[config.mk]
export PLATFORM = sky130hd
export DESIGN_NAME = access_guard
export DESIGN_NICKNAME = d
export VERILOG_FILES = /design/src/rtl/access_guard_pkg.sv /design/src/rtl/access_guard_perm.sv /design/src/rtl/access_guard_fsr.sv /design/src/rtl/access_guard.sv
export SDC_FILE = /design/constraint.sdc
export NUM_CORES = 1
export LEC_CHECK = 0
export ABC_CLOCK_PERIOD_IN_PS = 1400
export BUFFER_PORTS_ARGS = -buffer_cell sky130_fd_sc_hd__buf_2
export CAP_MARGIN = 20
export CORE_UTILIZATION = 29
export DETAILED_ROUTE_END_ITERATION = 16
export MAX_ROUTING_LAYER = met4
export PLACE_DENSITY = 0.54
export SYNTH_ARGS = -nofsm -noshare
export SYNTH_HDL_FRONTEND = slang
export SYNTH_SLANG_ARGS = --single-unit
[constraint.sdc]
create_clock -name clk -period 1.4 [get_ports clk]
set_input_delay 0 -clock clk [delete_from_list [all_inputs] [get_ports clk]]
set_output_delay 0 -clock clk [all_outputs]
set_load 0.02 [all_outputs]
[src/rtl/access_guard_pkg.sv]
`timescale 1ns/1ps
package access_guard_pkg;
  localparam int STAT_W  = 8;
  localparam int IDX_LSB = 5;
  localparam int FAV_BIT = 1;

  typedef enum logic [1:0] {
    CHK_OK   = 2'd0,
    CHK_PROT = 2'd2,
    CHK_PRIV = 2'd3
  } chk_code_e;

  typedef struct packed {
    logic is_store;
    logic is_fetch;
    logic is_sup;
  } acc_idx_t;
endpackage

[src/rtl/access_guard_perm.sv]
`timescale 1ns/1ps
module access_guard_perm
  import access_guard_pkg::*;
(
  input  acc_idx_t   idx,
  input  logic [2:0] field,
  input  logic       modified,
  output chk_code_e  code,
  output logic       wr_grant
);
  localparam int NFIELD = 8;

  logic [NFIELD-1:0] u_r, u_w, u_x, s_r, s_w, s_x;

  for (genvar f = 0; f < NFIELD; f++) begin : g_field
    localparam logic [2:0] F = 3'(f);
    assign s_r[f] = (F != 3'd4);
    assign s_w[f] = F[0];
    assign s_x[f] = F[1] || (F == 3'd4);
    assign u_r[f] = (F <= 3'd3) || (F == 3'd5);
    assign u_w[f] = (F == 3'd1) || (F == 3'd3);
    assign u_x[f] = (F == 3'd2) || (F == 3'd3) || (F == 3'd4);
  end

  logic have_r, have_w, have_x, enough;

  always_comb begin
    have_r = idx.is_sup ? s_r[field] : u_r[field];
    have_w = idx.is_sup ? s_w[field] : u_w[field];
    have_x = idx.is_sup ? s_x[field] : u_x[field];
    unique case ({idx.is_store, idx.is_fetch})
      2'b00:   enough = have_r;
      2'b01:   enough = have_x;
      2'b10:   enough = have_w;
      default: enough = have_w && have_x;
    endcase
    if (!idx.is_sup && field[2] && field[1]) code = CHK_PRIV;
    else if (!enough)                        code = CHK_PROT;
    else                                     code = CHK_OK;
    wr_grant = modified && have_w;
  end
endmodule

[src/rtl/access_guard_fsr.sv]
`timescale 1ns/1ps
module access_guard_fsr
  import access_guard_pkg::*;
#(
  parameter int VA_W = 32
) (
  input  logic              clk,
  input  logic              rst_n,
  input  logic              fault_we,
  input  acc_idx_t          fault_idx,
  input  chk_code_e         fault_code,
  input  logic [VA_W-1:0]   fault_va,
  input  logic              clr_stat,
  output logic [STAT_W-1:0] stat_q,
  output logic [VA_W-1:0]   far_q
);
  logic [STAT_W-1:0] base, merged;

  always_comb begin
    base   = clr_stat ? '0 : stat_q;
    merged = '0;
    merged[IDX_LSB +: 3] = fault_idx;
    merged[1:0] = {1'b1, |base} | 2'(fault_code);
  end

  always_ff @(posedge clk) begin
    if (!rst_n) begin
      stat_q <= '0;
      far_q  <= '0;
    end else if (fault_we) begin
      stat_q <= merged;
      far_q  <= fault_va;
    end else if (clr_stat) begin
      stat_q <= '0;
    end
  end
endmodule

[src/rtl/access_guard.sv]
`timescale 1ns/1ps
module access_guard
  import access_guard_pkg::*;
#(
  parameter int VA_W = 32
) (
  input  logic            clk,
  input  logic            rst_n,
  input  logic            req_valid,
  output logic            req_ready,
  input  logic [2:0]      req_field,
  input  logic            req_modified,
  input  logic            req_store,
  input  logic            req_fetch,
  input  logic            req_sup,
  input  logic [VA_W-1:0] req_va,
  input  logic            nofault_mode,
  input  logic            traps_on,
  output logic            resp_valid,
  input  logic            resp_ready,
  output logic            resp_ok,
  output logic            resp_rd,
  output logic            resp_wr,
  output logic [1:0]      resp_code,
  output logic            trap_req,
  output logic            trap_fetch,
  input  logic            reg_rd,
  input  logic            reg_sel,
  output logic [VA_W-1:0] reg_rdata
);
  acc_idx_t          idx;
  chk_code_e         code;
  logic              wr_grant;
  logic              accept, err, fault, trap_now, proceeds, wr_n;
  logic [STAT_W-1:0] stat_q;
  logic [VA_W-1:0]   far_q;

  assign idx = '{is_store: req_store, is_fetch: req_fetch, is_sup: req_sup};

  access_guard_perm u_perm (
    .idx      (idx),
    .field    (req_field),
    .modified (req_modified),
    .code     (code),
    .wr_grant (wr_grant)
  );

  assign req_ready = !resp_valid || resp_ready;
  assign accept    = req_valid && req_ready;
  assign err       = (code != CHK_OK);
  assign fault     = accept && err && !nofault_mode;
  assign trap_now  = fault && traps_on;
  assign proceeds  = !(err && !nofault_mode && traps_on);
  assign wr_n      = proceeds && ((err && !nofault_mode) || wr_grant);

  access_guard_fsr #(.VA_W(VA_W)) u_fsr (
    .clk        (clk),
    .rst_n      (rst_n),
    .fault_we   (fault),
    .fault_idx  (idx),
    .fault_code (code),
    .fault_va   (req_va),
    .clr_stat   (reg_rd && !reg_sel),
    .stat_q     (stat_q),
    .far_q      (far_q)
  );

  always_ff @(posedge clk) begin
    if (!rst_n) begin
      resp_valid <= 1'b0;
      resp_ok    <= 1'b0;
      resp_rd    <= 1'b0;
      resp_wr    <= 1'b0;
      resp_code  <= 2'd0;
      trap_req   <= 1'b0;
      trap_fetch <= 1'b0;
      reg_rdata  <= '0;
    end else begin
      if (accept) begin
        resp_valid <= 1'b1;
        resp_ok    <= proceeds;
        resp_rd    <= proceeds;
        resp_wr    <= wr_n;
        resp_code  <= code;
      end else if (resp_ready) begin
        resp_valid <= 1'b0;
      end
      trap_req   <= trap_now;
      trap_fetch <= trap_now && req_fetch;
      if (reg_rd) reg_rdata <= reg_sel ? far_q : VA_W'(stat_q);
    end
  end
endmodule

* After elaboration in Yosys (flattened, before gate mapping)
Memories as Yosys holds them, arrays and structs flattened. Index checks and enable logic that the tools add are counted.
Storage, ports and cells: input bits 47, ROM bits 48, memories 6, bits in registers 79, output and inout bits 41
Memories:
- (name not given) | depth 8, width 1, read ports 1, clocked after Yosys merged registers in 0, write ports 0, line access_guard_perm.sv:29 | have_w = idx.is_sup ? s_w[field] : u_w[field];
- (name not given) | depth 8, width 1, read ports 1, clocked after Yosys merged registers in 0, write ports 0, line access_guard_perm.sv:30 | have_x = idx.is_sup ? s_x[field] : u_x[field];
- (name not given) | depth 8, width 1, read ports 1, clocked after Yosys merged registers in 0, write ports 0, line access_guard_perm.sv:30
- (name not given) | depth 8, width 1, read ports 1, clocked after Yosys merged registers in 0, write ports 0, line access_guard_perm.sv:29
- (name not given) | depth 8, width 1, read ports 1, clocked after Yosys merged registers in 0, write ports 0, line access_guard_perm.sv:28 | have_r = idx.is_sup ? s_r[field] : u_r[field];
- (name not given) | depth 8, width 1, read ports 1, clocked after Yosys merged registers in 0, write ports 0, line access_guard_perm.sv:28
Operators by class: muxes and demuxes 17, bitwise gates (word level) 2, order comparisons 1, reduce and logical (&&, ||, !) cells 25, equal/unequal tests 2
Operators by type and width (number):
- $mux 32 | 1
- $mux 8 | 2
- $logic_and 1x1->1 | 13
- $mux 1 | 11
- $reduce_or 8->1 | 1
- $logic_not 1->1 | 5
- $lt 3x4->1 const B | 1
- $mux 2 | 2
- $reduce_bool 2->1 | 2
- $pmux 1 s3 | 1
- $eq 2x1->1 const B | 1
- $eq 2x2->1 const B | 1
- $logic_not 2->1 | 1
- $logic_or 1x1->1 | 2
- $or 2x2->2 | 1
- $reduce_or 2->1 | 1
- $not 1->1 | 1

* Logic depth before layout (Yosys ltp)
depth in word-level cells 12, depth in mapped cells 6

* Modules after synthesis
From an unflattened synthesis, not the netlist that was laid out.
Unflattened totals: cell total of the unflattened synthesis 314, area, all modules 3239.4 um^2
By module, submodules not included:
- access_guard | cells an instance 170, instances 1, seq. area each 780.7 um^2, area an instance 1636.6 um^2
- access_guard_fsr | cells an instance 134, instances 1, seq. area each 800.8 um^2, area an instance 1544.0 um^2
- access_guard_perm | cells an instance 10, instances 1, seq. area each 0.0 um^2, area an instance 58.8 um^2

* Worst setup path after synthesis
Ideal clock, no wire load.
path kind reg2reg, from register resp_valid, to register, netlist name u_fsr.stat_q[3], period minus slack after synthesis 1.554 ns, cell stages (with the launch flop) 6, data required time 1.284 ns, slack -0.154 ns, arrival 1.439 ns, setup time 0.116 ns, path buffers 1, cells stage by stage dfxtp_1 > nand2b_1 > nand2_1 > a211oi_2 > buf_4 > and3b_1
RTL lines:
- from (decl) | line access_guard.sv:19 | output logic resp_valid,
- from (signal assigned) | line access_guard.sv:70 | resp_valid <= 1'b0;
- from (signal assigned) | line access_guard.sv:80 | resp_valid <= 1'b1;
- from (signal assigned) | line access_guard.sv:86 | resp_valid <= 1'b0;

* Worst setup path in the final report
from register resp_valid, to register u_fsr.far_q[12]
Between the ends: longest elaborated chain between the ends 5
Ends and longest elaborated chain:
- $logic_not 1->1 | line access_guard.sv:48 | assign req_ready = !resp_valid || resp_ready;
- $logic_or 1x1->1 | line access_guard.sv:48
- $logic_and 1x1->1 | line access_guard.sv:49 | assign accept = req_valid && req_ready;
- $logic_and 1x1->1 (2 in series) | line access_guard.sv:51 | assign fault = accept && err && !nofault_mode;
- to (signal assigned) | line access_guard_fsr.sv:32 | far_q <= fault_va;
- to (decl) | line access_guard_fsr.sv:15 | output logic [VA_W-1:0] far_q
Every way passes these cells. A chain may end at the register's enable or synchronous reset.

==> results.sh <==
export IMPL_outcome="completed"
export IMPL_clk_latency_ns=0.36
export IMPL_layout_drive_gt1_share_pct=25.73
export IMPL_io_pin_count=88
export IMPL_grt_use_met2_pct=23.40
export IMPL_n_fill_cell=1081
export IMPL_drt_iter0_markers=103
export IMPL_tritoncts="done"
export IMPL_min_period_over_period_pct=93.64
export IMPL_cp_end_kind="flop"
export IMPL_htreeDepth=3
export IMPL_hold_path_class="input port to flop"
export IMPL_grt_overflow=0
export IMPL_clockPowerShare_pct=39.0
export IMPL_finalNetCount=524
export IMPL_clk_pin_slew_worst_paths_ns=0.08
export IMPL_crit_end="u_fsr.far_q[12]$_SDFFE_PN0P_"
export IMPL_drc_errors=0
export IMPL_wl_per_cell_um=12.92
export IMPL_yosys_warnings=0
export IMPL_p_leak_uw=0.002016
export IMPL_layout_area_seq_um2=1583
export IMPL_rrSetupSlack_ns=0.09
export IMPL_slew_headroom_pct=74.28
export IMPL_synth_largest_area_cell="dfxtp_1"
export IMPL_grt_busiest_layer="met2"
export IMPL_cts_sinks=79
export IMPL_hold_start="req_modified"
export IMPL_firstDrtPassIters=4
export IMPL_grt_pass1_wl_um=13190
export IMPL_required_ns=1.69
export IMPL_power_internal_uw=3685
export IMPL_die_w_um=107.8
export IMPL_die_area_um2=11610
export IMPL_root_buffer="clkbuf_8"
export IMPL_grt_usage_pct=15.19
export IMPL_clk_path_buf_depth=2
export IMPL_p_sw_uw=1194
export IMPL_netlist_top_cells_area="dfxtp_1 (49%), mux2i_1 (13%), nand2_1 (9.5%), a21boi_1 (5.8%), nand2b_1 (5.2%)"
export IMPL_core_um2=10890
export IMPL_peakVddDrop_v=0.0004087
export IMPL_ant_nets=0
export IMPL_syn_inst=352
export IMPL_syn_num_nets=399
export IMPL_first_global_vias=2800
export IMPL_r2r_start="resp_valid$_SDFFE_PN0P_"
export IMPL_slowest_stage="dfxtp_2"
export IMPL_min_period_ns=1.311
export IMPL_area_growth_pct=40.97
export IMPL_worst_slack_ns=0.08900
export IMPL_finalSetupViolCount=0
export IMPL_synth_main_ff_cell="dfxtp_1"
export IMPL_synth_seq_cells=79
export IMPL_io_buffers=87
export IMPL_startpoint="resp_valid$_SDFFE_PN0P_"
export IMPL_antenna_found_initial=0
export IMPL_synth_area_um2=3243
export IMPL_worstRegToRegCells=6
export IMPL_synth_edf_count=0
export IMPL_rows=38
export IMPL_slew_viol_final=0
export IMPL_dp_slack_ns=0.006012
export IMPL_yosysTopAreaCellShare_pct=48.77
export IMPL_initial_core_util_pct=29.79
export IMPL_vias_per_cell=4.487
export IMPL_die_h_um=107.8
export IMPL_yosysMostFrequentCell="nand2_1"
export IMPL_critical_path_class="flop to flop"
export IMPL_fin_skew_ns=0.006526
export IMPL_antenna_cells=0
export IMPL_ys_async_sr_fraction_pct=0
export IMPL_startpoint_type="flop"
export IMPL_worst_pin_slew_ns=0.3835
export IMPL_fmax_mhz=762.8
export IMPL_multi_input_area_um2=1553
export IMPL_holdWs_ns=0.04308
export IMPL_synthTopCellsByCount="nand2_1 (82), dfxtp_1 (79), mux2i_1 (43)"
export IMPL_grtUsageMet1_pct=18.97
export IMPL_final_hold_viol_count=0
export IMPL_vias=2791
export IMPL_path_max_fanout=15
export IMPL_cpPeakStageDelay_ns=0.34
export IMPL_use_met3_pct=2.724
export IMPL_grt_max_degree=45
export IMPL_numCtsBuffers=9
export IMPL_power_uw=4879
export IMPL_place_congestion=0.7646
export IMPL_pwr_share_comb_pct=12.7
export IMPL_worstReg2RegEnd="u_fsr.far_q[12]$_SDFFE_PN0P_"
export IMPL_power_density_nw_per_um2=1067
export IMPL_max_cap_violations=0
export IMPL_switching_share_pct=24.47
export IMPL_drt_total_wl_um=8036
export IMPL_syn_avg_cell_area_um2=9.213
export IMPL_dp_hpwl_um=5143
export IMPL_ys_seq_area_share_pct=48.77
export IMPL_path_cells="nand2b_4 -> nand2_4 -> a211oi_4 -> buf_12 -> buf_8 -> mux2i_1"
export IMPL_p_seq_share_pct=48.3
export IMPL_ys_types=29
export IMPL_utilization_pct=41.99
export IMPL_worstPathArrival_ns=1.60
## sequential cells by signal, summed over array words and instances, names as in the netlist
register,count
trap_req,1
u_fsr.stat_q,8
trap_fetch,1
reg_rdata,32
u_fsr.far_q,32
resp_code,2
resp_wr,1
resp_rd,1
resp_valid,1
## stage by stage
step	cells	cell area, um^2	TNS (ns)
after floorplan	352	3251	0
after global routing	622	4572	-0.01721
after CTS	621	4534	0
after global placement	562	3854	0
final	622	4572	0
after detailed placement	562	3854	0
## metal layers
| metal | share of wire, % | vias to the layer above |
|---|---|---|
| met4 | 2.3 | 0 |
| li1 | - | 1432 |
| met1 | 50 | 1288 |
| met3 | 3.7 | 13 |
| met2 | 44 | 58 |
| met5 | 0 | - |
## layout make-up
class	instances	share of cell area (%)
well taps	140	3.831
inverters	3	0.2463
multi-input cells	241	33.96
clock buffers	11	3.093
repair buffers	143	22.47
clock inverters	5	1.779
flip-flops and latches	79	34.62
## critical path, delay by kind of cell (launching register included)
kind / cells / cell delay [ns]
flip-flops: 1 / 0.34
AND/OR/NAND/NOR: 2 / 0.16
multiplexers: 1 / 0.19
AO/OA/AOI/OAI: 1 / 0.20
buffers and inverters: 2 / 0.35
## logic make-up (layout without fill, tap and decap cells)
group	Yosys count	count (layout)	share of synthesized area, %
compound gates	46	46	11.77
mux	43	43	13.27
buf+inv	32	162	4.360
simple gates	152	152	21.84
flops	79	79	48.77
## worst min path at each step
stage | end | cells after the start
floorplan | resp_valid$_SDFFE_PN0P_ | 2
global placement | u_fsr.far_q[21]$_SDFFE_PN0P_ | 3
detailed placement | u_fsr.far_q[12]$_SDFFE_PN0P_ | 3
CTS | resp_wr$_SDFFE_PN0P_ | 5
global route | resp_wr$_SDFFE_PN0P_ | 5
finish | resp_wr$_SDFFE_PN0P_ | 5
## what timing repair did
action	4_1_cts	5_1_grt
hold buffers	41	1
gates resized for setup	5	5
pin swaps	1	2
setup endpoints to repair	1	27
buffers inserted	1	1
endpoints found under the hold margin	41	1
cloned	1	1
## power groups by stage
stage	combinational [uW]	clock, uW	sequential (uW)
6_report	620	1900	2360
3_5_place_dp	506	0	2410
2_1_floorplan	283	0	2440
4_1_cts	612	1980	2360
3_3_place_gp	501	0	2410
5_1_grt	680	2070	2370
## layout by cell type, fill, tap and decap left out, drive strengths merged, types with 4 or more instances in the layout
| master | count |
|---|---|
| buf | 100 |
| dfxtp | 79 |
| dlygate4sd3 | 41 |
| a21boi | 26 |
| o211a | 9 |
| mux2i | 43 |
| nand3 | 27 |
| nor2 | 4 |
| nand2 | 82 |
| nand2b | 27 |
| clkbuf | 13 |
| and2 | 4 |
Note: power is estimated with default switching activity, not from simulation.
